--- src/rtl/uart_af_pkg.sv ---
`timescale 1ns/1ps
package uart_af_pkg;
  typedef enum logic {RX_HUNT, RX_RECV} rx_state_e;

  function automatic logic vote3(input logic a, input logic b, input logic c);
    return (a & b) | (a & c) | (b & c);
  endfunction
endpackage

--- src/rtl/uart_af_baud.sv ---
`timescale 1ns/1ps
module uart_af_baud #(
  parameter int OVS = 16
) (
  input  logic clk_i,
  input  logic rst_ni,
  input  logic ovf_tick_i,
  input  logic rate_dbl_i,
  output logic samp_o,
  output logic roll_o
);
  localparam int CW = $clog2(OVS);

  logic          half_q;
  logic [CW-1:0] div_q;

  assign samp_o = ovf_tick_i & (rate_dbl_i | half_q);
  assign roll_o = samp_o & (div_q == CW'(OVS - 1));

  always_ff @(posedge clk_i or negedge rst_ni) begin
    if (!rst_ni) begin
      half_q <= 1'b0;
      div_q  <= '0;
    end else begin
      if (ovf_tick_i) half_q <= ~half_q;
      if (samp_o)     div_q  <= div_q + 1'b1;
    end
  end
endmodule

--- src/rtl/uart_af_tx.sv ---
`timescale 1ns/1ps
module uart_af_tx #(
  parameter int DATA_W = 8
) (
  input  logic              clk_i,
  input  logic              rst_ni,
  input  logic              roll_i,
  input  logic              wr_i,
  input  logic [DATA_W-1:0] data_i,
  input  logic              done_clr_i,
  output logic              txd_o,
  output logic              busy_o,
  output logic              done_o
);
  localparam int FRAME_W = DATA_W + 2;
  localparam int CW      = $clog2(FRAME_W + 1);

  logic [FRAME_W-1:0] sh_q;
  logic [CW-1:0]      left_q;
  logic               txd_q, done_q;

  assign busy_o = (left_q != '0);
  assign txd_o  = txd_q;
  assign done_o = done_q;

  always_ff @(posedge clk_i or negedge rst_ni) begin
    if (!rst_ni) begin
      sh_q   <= '0;
      left_q <= '0;
      txd_q  <= 1'b1;
      done_q <= 1'b0;
    end else begin
      // frame edges follow the free-running rollover, not the write
      if (wr_i && !busy_o) begin
        sh_q   <= {1'b1, data_i, 1'b0};
        left_q <= CW'(FRAME_W);
      end else if (roll_i && busy_o) begin
        txd_q  <= sh_q[0];
        sh_q   <= {1'b1, sh_q[FRAME_W-1:1]};
        left_q <= left_q - 1'b1;
      end
      if (roll_i && left_q == CW'(1)) done_q <= 1'b1;
      else if (done_clr_i)            done_q <= 1'b0;
    end
  end
endmodule

--- src/rtl/uart_af_rx.sv ---
`timescale 1ns/1ps
module uart_af_rx
  import uart_af_pkg::*;
#(
  parameter int DATA_W = 8,
  parameter int OVS    = 16
) (
  input  logic              clk_i,
  input  logic              rst_ni,
  input  logic              samp_i,
  input  logic              rxd_i,
  input  logic              rx_en_i,
  input  logic              filt_en_i,
  input  logic              done_clr_i,
  output logic [DATA_W-1:0] data_o,
  output logic              stop_o,
  output logic              done_o
);
  localparam int CW  = $clog2(OVS);
  localparam int IW  = $clog2(DATA_W + 2);
  localparam int MID = OVS / 2;

  rx_state_e         state_q;
  logic              sync1_q, sync2_q, prev_q;
  logic [CW-1:0]     cnt_q;
  logic [IW-1:0]     idx_q;
  logic              v0_q, v1_q;
  logic [DATA_W-1:0] sh_q, data_q;
  logic              stop_q, done_q;
  logic              fall, bit_v;

  assign fall   = prev_q & ~sync2_q;
  assign bit_v  = vote3(v0_q, v1_q, sync2_q);
  assign data_o = data_q;
  assign stop_o = stop_q;
  assign done_o = done_q;

  always_ff @(posedge clk_i or negedge rst_ni) begin
    if (!rst_ni) begin
      sync1_q <= 1'b1;
      sync2_q <= 1'b1;
      prev_q  <= 1'b1;
    end else begin
      sync1_q <= rxd_i;
      sync2_q <= sync1_q;
      prev_q  <= sync2_q;
    end
  end

  always_ff @(posedge clk_i or negedge rst_ni) begin
    if (!rst_ni) begin
      state_q <= RX_HUNT;
      cnt_q   <= '0;
      idx_q   <= '0;
      v0_q    <= 1'b1;
      v1_q    <= 1'b1;
      sh_q    <= '0;
      data_q  <= '0;
      stop_q  <= 1'b0;
      done_q  <= 1'b0;
    end else begin
      if (done_clr_i) done_q <= 1'b0;
      if (!rx_en_i) begin
        state_q <= RX_HUNT;
      end else begin
        case (state_q)
          RX_HUNT: if (fall) begin
            state_q <= RX_RECV;
            cnt_q   <= '0;
            idx_q   <= '0;
          end
          RX_RECV: if (samp_i) begin
            cnt_q <= cnt_q + 1'b1;
            if (cnt_q == CW'(MID))     v0_q <= sync2_q;
            if (cnt_q == CW'(MID + 1)) v1_q <= sync2_q;
            if (cnt_q == CW'(MID + 2)) begin
              idx_q <= idx_q + 1'b1;
              if (idx_q == '0) begin
                if (bit_v) state_q <= RX_HUNT;  // false start
              end else if (idx_q <= IW'(DATA_W)) begin
                sh_q <= {bit_v, sh_q[DATA_W-1:1]};
              end else begin
                state_q <= RX_HUNT;
                if (!done_q && (!filt_en_i || bit_v)) begin
                  data_q <= sh_q;
                  stop_q <= bit_v;
                  done_q <= 1'b1;
                end
              end
            end
          end
          default: state_q <= RX_HUNT;
        endcase
      end
    end
  end
endmodule

--- src/rtl/uart_af.sv ---
`timescale 1ns/1ps
module uart_af #(
  parameter int DATA_W = 8,
  parameter int OVS    = 16
) (
  input  logic              clk_i,
  input  logic              rst_ni,
  input  logic              ovf_tick_i,
  input  logic              rate_dbl_i,
  input  logic              tx_wr_i,
  input  logic [DATA_W-1:0] tx_data_i,
  input  logic              tx_done_clr_i,
  output logic              txd_o,
  output logic              tx_done_o,
  input  logic              rxd_i,
  input  logic              rx_en_i,
  input  logic              filt_en_i,
  input  logic              rx_done_clr_i,
  output logic [DATA_W-1:0] rx_data_o,
  output logic              rx_stop_o,
  output logic              rx_done_o
);
  logic samp, roll, tx_busy;

  uart_af_baud #(.OVS(OVS)) u_baud (
    .clk_i      (clk_i),
    .rst_ni     (rst_ni),
    .ovf_tick_i (ovf_tick_i),
    .rate_dbl_i (rate_dbl_i),
    .samp_o     (samp),
    .roll_o     (roll)
  );

  uart_af_tx #(.DATA_W(DATA_W)) u_tx (
    .clk_i      (clk_i),
    .rst_ni     (rst_ni),
    .roll_i     (roll),
    .wr_i       (tx_wr_i),
    .data_i     (tx_data_i),
    .done_clr_i (tx_done_clr_i),
    .txd_o      (txd_o),
    .busy_o     (tx_busy),
    .done_o     (tx_done_o)
  );

  uart_af_rx #(.DATA_W(DATA_W), .OVS(OVS)) u_rx (
    .clk_i      (clk_i),
    .rst_ni     (rst_ni),
    .samp_i     (samp),
    .rxd_i      (rxd_i),
    .rx_en_i    (rx_en_i),
    .filt_en_i  (filt_en_i),
    .done_clr_i (rx_done_clr_i),
    .data_o     (rx_data_o),
    .stop_o     (rx_stop_o),
    .done_o     (rx_done_o)
  );
endmodule

--- config.mk ---
export PLATFORM = sky130hd
export DESIGN_NAME = uart_af
export DESIGN_NICKNAME = d
export VERILOG_FILES = /design/src/rtl/uart_af_pkg.sv /design/src/rtl/uart_af_baud.sv /design/src/rtl/uart_af_tx.sv /design/src/rtl/uart_af_rx.sv /design/src/rtl/uart_af.sv
export SDC_FILE = /design/constraint.sdc
export NUM_CORES = 1
export LEC_CHECK = 0
export ABC_AREA = 1
export BUFFER_PORTS_ARGS = -buffer_cell sky130_fd_sc_hd__buf_2
export CAP_MARGIN = 5
export CORE_UTILIZATION = 58
export CTS_CLUSTER_SIZE = 30
export DETAILED_ROUTE_END_ITERATION = 8
export PLACE_DENSITY = 0.8
export SETUP_SLACK_MARGIN = 0.02
export SLEW_MARGIN = 30
export SYNTH_ARGS = -nofsm -noshare
export SYNTH_HDL_FRONTEND = slang
export SYNTH_SLANG_ARGS = --single-unit
export TNS_END_PERCENT = 50
--- constraint.sdc ---
create_clock -name clk_i -period 1.85 [get_ports clk_i]
set_input_delay 0.185 -clock clk_i [delete_from_list [all_inputs] [get_ports clk_i]]
set_output_delay 0.185 -clock clk_i [all_outputs]
set_load 0.05 [all_outputs]
==> impl_results.md, run 1 <==
* Vias per inst at 5.10
* Pwr Total at 3.36 mW
* FF-to-FF End: u_tx.sh_q[8]
* Most numerous cell in the Yosys netlist: nand2_1
* Top cells by count, synth: nand2_1 (105), dfrtp_1 (47), inv_1 (33), nand3_1 (20), o21ai_0 (14)
* Layout cells sized above 1 at 20.3%
* Ys flop type: dfrtp_1
* Placer Congestion at 0.748
* Die Area at 0.00484 mm2
* Synth area leader: dfrtp_1
* Sink Count at 53
* First-pass DRT Iterations at 4
* Xor/xnor share of the synthesized area at 2.31%
* Least-Margin Pin Slew at 0.530 ns
* Proportion of netlist area held by the largest area contributor at 44.4%
* FP Rows at 24
* Vias at 1973
* Fin. Hold Viols at 0
* #FFs+latches synth at 53
* Layout fillers at 355
* Peak VDD IR at 0.948 mV
* Crit Reg-Reg Startpoint: u_tx.left_q[0]
* Pwr per Cell Area at 1120 mW/mm2
* Wire per inst at 11.3 um
* Crit path DAT at 1.79 ns
* Setup violators final at 0
* Clk slew on worst S/H paths at 0.10 ns
* Multi-input logic area at 0.00113 mm2
* Postcts setup bufs at 0
* Critical Path End: u_tx.sh_q[8]
* CTS Buf Count at 5
* Post-Syn Area at 0.00265 mm2
* CP Class: flop to flop
* Post_cts resized at 0
* Max-slew headroom at 64.7%
* Initial Utilization at 60.4%
* Setup TNS at 0 ns
* R2R Setup Slk at 0.25 ns
* Antenna-violating nets left at 0
* EDFF count, synth at 0
* Initial DRC Count at 64
* RSZ-0062 raised after global routing: false
* Max Cap Violations at 0
* Syn-to-layout area delta at 13.2%
* DRC Markers at 0
* Vias in the first global route at 1938
* Fraction of registers with async set/reset at 100%
* Fmax at 626 MHz
* Syn avg cell area at 8.86 um2
* Root Buffer: clkbuf_8
* Synth area leaders: dfrtp_1 (44%), nand2_1 (15%), dfstp_2 (6.0%)
* Final net count at 361
* Tcrit/Tclk final at 86.3%
* CTS max path bufs at 2
* Core area at 0.00438 mm2
* First-pass GRT wire length at 7850 um
* Post-Synth Adder-Cell Area at 4.25%
* Crit path capture type: flop
* Port-buffer cells at 29
* I/O pins at 30
* Yosys warns at 0
* Simple-gate share of the synthesized area at 31.1%
* Worst r2r path cells at 7
* Die Height at 69.6 um
* Syn Inst Count at 299
* Tmin final at 1.60 ns
* Library cells used by synthesis at 30
* Storage cell area at 0.00133 mm2
* Worst path required time at 2.05 ns
* Largest family of logic cells by synthesized area: simple AND/OR/NAND/NOR gates
* CTS tree: yes
* Clk_skew at 0.00669 ns
* Startpoint types: flop
* Hpwl dp at 3260 um
* Routed WL at 4360 um
* Leak at 1.65 nW
* Initial antenna violation count at 0
* Die width at 69.6 um
* Largest net degree at the start of global routing at 32
* Synth Area in Compound Gates at 4.39%
* Net Count, Synth at 326
* Worst setup startpoint: u_tx.left_q[0]
* Hold WS at 0.0439 ns
* Cts-stage hold buffer count at 2
* Gr ovfl total at 0
* Hold Path Origin: rx_done_clr_i
* Crit-path max FO at 19
* Outcome: finished, final reports clean
* GRT Overall Usage at 20.0%
* Final Slew Violations at 0
* Worst skew pair latency at 0.30 ns
* Hold crit path type: input pin to flop
* Sequential-to-total area share from yosys stat at 50.4%
* Antenna Cells at 0
* H-tree depth at 2
* Proportion of synthesized area in mux cells at 0.803%
==> per-layer routing <==
layer  track usage (%)  vias to the layer above  routed length, um
met2              36.0                       29               2180
li1                  -                     1013                  -
met5                 0                        -                  0
met3              3.92                        5                106
met4              6.12                        0                 42
met1              23.9                      926               2030
==> final cells by class <==
class | count | area share, %
multi-input combinational | 204 | 37.9
tap | 52 | 2.17
inverter | 38 | 4.84
clock buffer | 5 | 2.30
timing repair buffer | 32 | 6.18
sequential | 53 | 44.5
clock inverter | 3 | 2.17
==> report_power, final <==
group	switching [mW]	internal [mW]
Clock	0.375	0.537
Sequential	0.162	1.39
Combinational	0.560	0.335
==> per-stage QoR <==
stage | area, um2 | utilization, % | worst slack (ns) | instances
floorplan | 2650 | - | 0.459 | 299
global placement | 2840 | 64.9 | 0.347 | 377
detailed placement | 2840 | 64.9 | 0.263 | 377
CTS | 3000 | 68.4 | 0.253 | 387
global route | 3000 | 68.4 | 0.127 | 387
finish | 3000 | 68.4 | 0.253 | 387
==> how the worst min path moves through the flow <==
stage	slack [ns]	cells after the start	to
after floorplan	-0.11	0	u_baud.div_q[0]
after global placement	0.19	1	u_rx.state_q
after detailed placement	0.20	1	u_rx.state_q
after CTS	0.03	2	u_rx.done_o
after global routing	0.06	2	u_rx.done_o
final	0.04	2	u_rx.done_o
==> registers in the layout, summed over array words and instances, names as in the netlist, 4 cells and up <==
register	flops
u_rx.idx_q	4
u_tx.sh_q	10
u_rx.cnt_q	4
u_tx.left_q	4
u_baud.div_q	4
u_rx.data_o	8
u_rx.sh_q	8
==> layout by cell type (no fill, tap or decap), types with 2 or more instances in the layout <==
cell           instances
ha_1                   9
clkbuf_8               5
nand2_4                4
o21ai_0               14
inv_2                  4
nand2_1              105
dlygate4sd3_1          2
xor2_1                 5
nor2_8                 2
o21ai_1                8
nand3_4                3
nand4_1               13
nand2_2                4
xnor2_1                2
nand3_1               20
buf_2                 29
dfrtp_1               47
nor2_1                 4
bufinv_16              2
nor3_1                 3
inv_1                 33
dfstp_2                6
==> cell families (layout without fill, tap and decap cells) <==
logic type      Yosys count  in the layout
mux                       2              2
flops                    53             53
xor+xnor                  7              7
buf+inv                  42             78
simple gates            163            163
compound gates           23             23
fa+ha+maj                 9              9
==> worst max-delay path: stages, from the launching register on <==
cell,delay [ns]
dfrtp_1,0.40
inv_1,0.14
ha_1,0.26
nand3_4,0.21
nand2_4,0.23
inv_2,0.12
nand2_1,0.07
nand2_1,0.05
No activity file was read; power rests on OpenSTA's default activity.
==> run 2: changes to the inputs <==
--- a/config.mk
+++ b/config.mk
@@ -13,6 +13,7 @@
 export DETAILED_ROUTE_END_ITERATION = 8
 export PLACE_DENSITY = 0.8
 export SETUP_SLACK_MARGIN = 0.02
+export SKIP_LAST_GASP = 1
 export SLEW_MARGIN = 30
 export SYNTH_ARGS = -nofsm -noshare
 export SYNTH_HDL_FRONTEND = slang
==> constraint.sdc (replaced) <==
create_clock -name clk_i -period 1.55 [get_ports clk_i]
set_input_delay 0.155 -clock clk_i [delete_from_list [all_inputs] [get_ports clk_i]]
set_output_delay 0.155 -clock clk_i [all_outputs]
set_load 0.05 [all_outputs]
==> impl_results.md, run 2 (same netlist as run 1, synthesis figures left out) <==
* FF-to-FF End: u_tx.sh_q[9]
* Hold crit path type: input pin to flop
* Outcome: finished, final reports clean
* Syn-to-layout area delta at 16.1%
* Antenna Cells at 0 (unchanged)
* Worst setup startpoint: u_tx.left_q[0]
* Root Buffer: clkbuf_8
* Max incr delay on CP at 0.40 ns (about the same)
* Leak at 1.68 nW (+2.1%)
* Worst skew pair latency at 0.32 ns (+0.02 ns)
* Port-buffer cells at 29 (unchanged)
* I/O pins at 30 (unchanged)
* GRT Overall Usage at 21.3% (+1.3 points)
* Crit path DAT at 1.65 ns (-0.14 ns)
* Least-Margin Pin Slew at 0.285 ns (-0.245 ns)
* Layout cells sized above 1 at 23.7% (+3.4 points)
* Core area at 0.00438 mm2 (unchanged)
* Startpoint types: flop
* Worst path required time at 1.75 ns (-0.30 ns)
* Die Area at 0.00484 mm2 (unchanged)
* FP Rows at 24 (unchanged)
* Vias per inst at 5.06 (-0.79%)
* Antenna-violating nets left at 0 (unchanged)
* First-pass DRT Iterations at 4 (unchanged)
* Met3 Use GR at 4.36% (+0.44 points)
* Crit-path max FO at 17 (-2)
* Fin. Hold Viols at 0 (unchanged)
* CP Class: flop to flop
* Final WS setup at 0.0971 ns (-0.156 ns)
* DRC Markers at 0 (unchanged)
* Critical path buffer and inverter count at 1 (-1)
* Most frequent cells in the layout: nand2_1 (104), dfrtp_1 (47), inv_1 (33), buf_2 (29), nand3_1 (20)
* Crit Reg-Reg Startpoint: u_tx.left_q[0]
* Die Height at 69.6 um (unchanged)
* Wire per inst at 12.2 um (+8.2%)
* Most flops, register: u_tx.sh_q
* Fmax at 688 MHz (+9.9%)
* Final Slew Violations at 0 (unchanged)
* Worst r2r path cells at 6 (-1)
* Fin area at 0.00308 mm2 (+2.6%)
* Largest net degree at the start of global routing at 54 (+69%)
* Grt met2 use at 36.7% (+0.65 points)
* Crit path capture type: flop
* First-pass GRT wire length at 8350 um (+6.4%)
* Setup violators final at 0 (unchanged)
* Max Cap Violations at 0 (unchanged)
* RSZ-0062 raised after global routing: true
* CTS Buf Count at 5 (unchanged)
* Initial Utilization at 60.4% (unchanged)
* Commonest non-fill, non-tap cell in the layout: nand2_1
* Routed WL at 4850 um (+11%)
* Critical-path cell list: inv_1 > ha_2 > nand2_1 > nand3_4 > nand2_8 > or2_2
* Critical Path End: u_tx.sh_q[9]
* Sink Count at 53 (unchanged)
* Hpwl dp at 3210 um (-1.3%)
* Die width at 69.6 um (unchanged)
* Clk_skew at 0.0115 ns (+0.00480 ns)
* R2R Setup Slk at 0.1 ns (-0.16 ns)
* CTS max path bufs at 2 (unchanged)
* CP delay by family, top: simple AND/OR/NAND/NOR gates
* Final design utilization at 70.1% (+1.8 points)
* Layout fillers at 349 (-1.7%)
* Met1 Use GR at 27.6% (+3.7 points)
* Placer Congestion at 0.832 (+11%)
* Slowest CP cell: dfrtp_1
* Hold WS at 0.0339 ns (-0.0101 ns)
* Peak VDD IR at 0.912 mV (-3.8%)
* Top Usage Layer GRT: met2
* Critical path depth at 6 (-1)
* Tcrit/Tclk final at 93.7% (+7.4 points)
* Gr ovfl total at 0 (unchanged)
* Max-slew headroom at 81.0% (+16 points)
* Pwr per Cell Area at 1260 mW/mm2 (+13%)
* CTS tree: yes
* Placed Area at 0.00288 mm2 (+1.3%)
* Vias at 2013 (+2.0%)
* Vias in the first global route at 1969 (+1.6%)
* Initial DRC Count at 119 (+86%)
* Final net count at 372 (+3.0%)
* Max reg flops at 10 (unchanged)
* H-tree depth at 2 (unchanged)
* Setup WS pre-CTS at 0.0456 ns (-0.217 ns)
* Tmin final at 1.45 ns (-0.144 ns)
* Clk slew on worst S/H paths at 0.09 ns (about the same)
* Initial antenna violation count at 0 (unchanged)
run 2: cell types whose count changed in the layout (fill, tap and decap cells not counted), moves of 2 or more:
cell	before	now
ha_1	9	7
ha_2	0	2
bufinv_16	2	0
buf_4	0	9
run 2: final cells by class:
| type | instances | area (um2) | area share, % |
|---|---|---|---|
| Clock buffer | 5 | 68.8 | 2.24 |
| Clock inverter | 3 | 25.0 | 0.814 |
| Inverter | 38 | 148 | 4.80 |
| Multi-Input combinational cell | 205 | 1170 | 38.1 |
| Sequential cell | 53 | 1330 | 43.4 |
| Tap cell | 52 | 65.1 | 2.12 |
| Timing Repair Buffer | 42 | 264 | 8.58 |
run 2: worst reg2reg max path, stage by stage (launching register included):
cell     delay [ns]
dfrtp_1        0.40
inv_1          0.09
ha_2           0.23
nand2_1        0.11
nand3_4        0.13
nand2_8        0.11
or2_2          0.28
run 2: routing by layer:
layer | vias up | share of wire (%)
met1 | 931 | 45
met5 | - | 0
li1 | 1042 | -
met3 | 6 | 3.2
met4 | 0 | 1.3
met2 | 34 | 50
run 2: worst min path at each step:
stage                        from              end  slack, ns  cells after the start
finish              tx_done_clr_i      u_tx.done_o       0.03                      2
global route        tx_done_clr_i      u_tx.done_o       0.02                      2
CTS                 tx_done_clr_i      u_tx.done_o       0.02                      2
detailed placement         rst_ni    u_rx.idx_q[3]       0.17                      2
global placement           rst_ni    u_rx.idx_q[2]       0.17                      2
floorplan                  rst_ni  u_baud.div_q[0]      -0.14                      0
run 2: stage by stage:
step / total power, mW / std cells / setup TNS (ns)
2_1_floorplan: 2.73 / 299 / 0
3_3_place_gp: 2.97 / 382 / 0
3_5_place_dp: 3.02 / 382 / 0
4_1_cts: 3.82 / 392 / 0
5_1_grt: 4.16 / 398 / -0.0161
6_report: 3.89 / 398 / 0
run 2: what timing repair did:
action / CTS / global route
endpoints found under the setup margin: 0 / 29
gates resized for setup: 0 / 8
hold buffers: 2 / 0
hold endpoints to repair: 48 / 0
buffers inserted: 0 / 5
run 2: power breakdown:
part | switching (mW) | internal (mW) | leakage [nW]
sequential | 0.194 | 1.66 | 0.692
clock | 0.479 | 0.327 | 0.0447
combinational | 0.744 | 0.481 | 0.948
total | 1.42 | 2.47 | 1.68
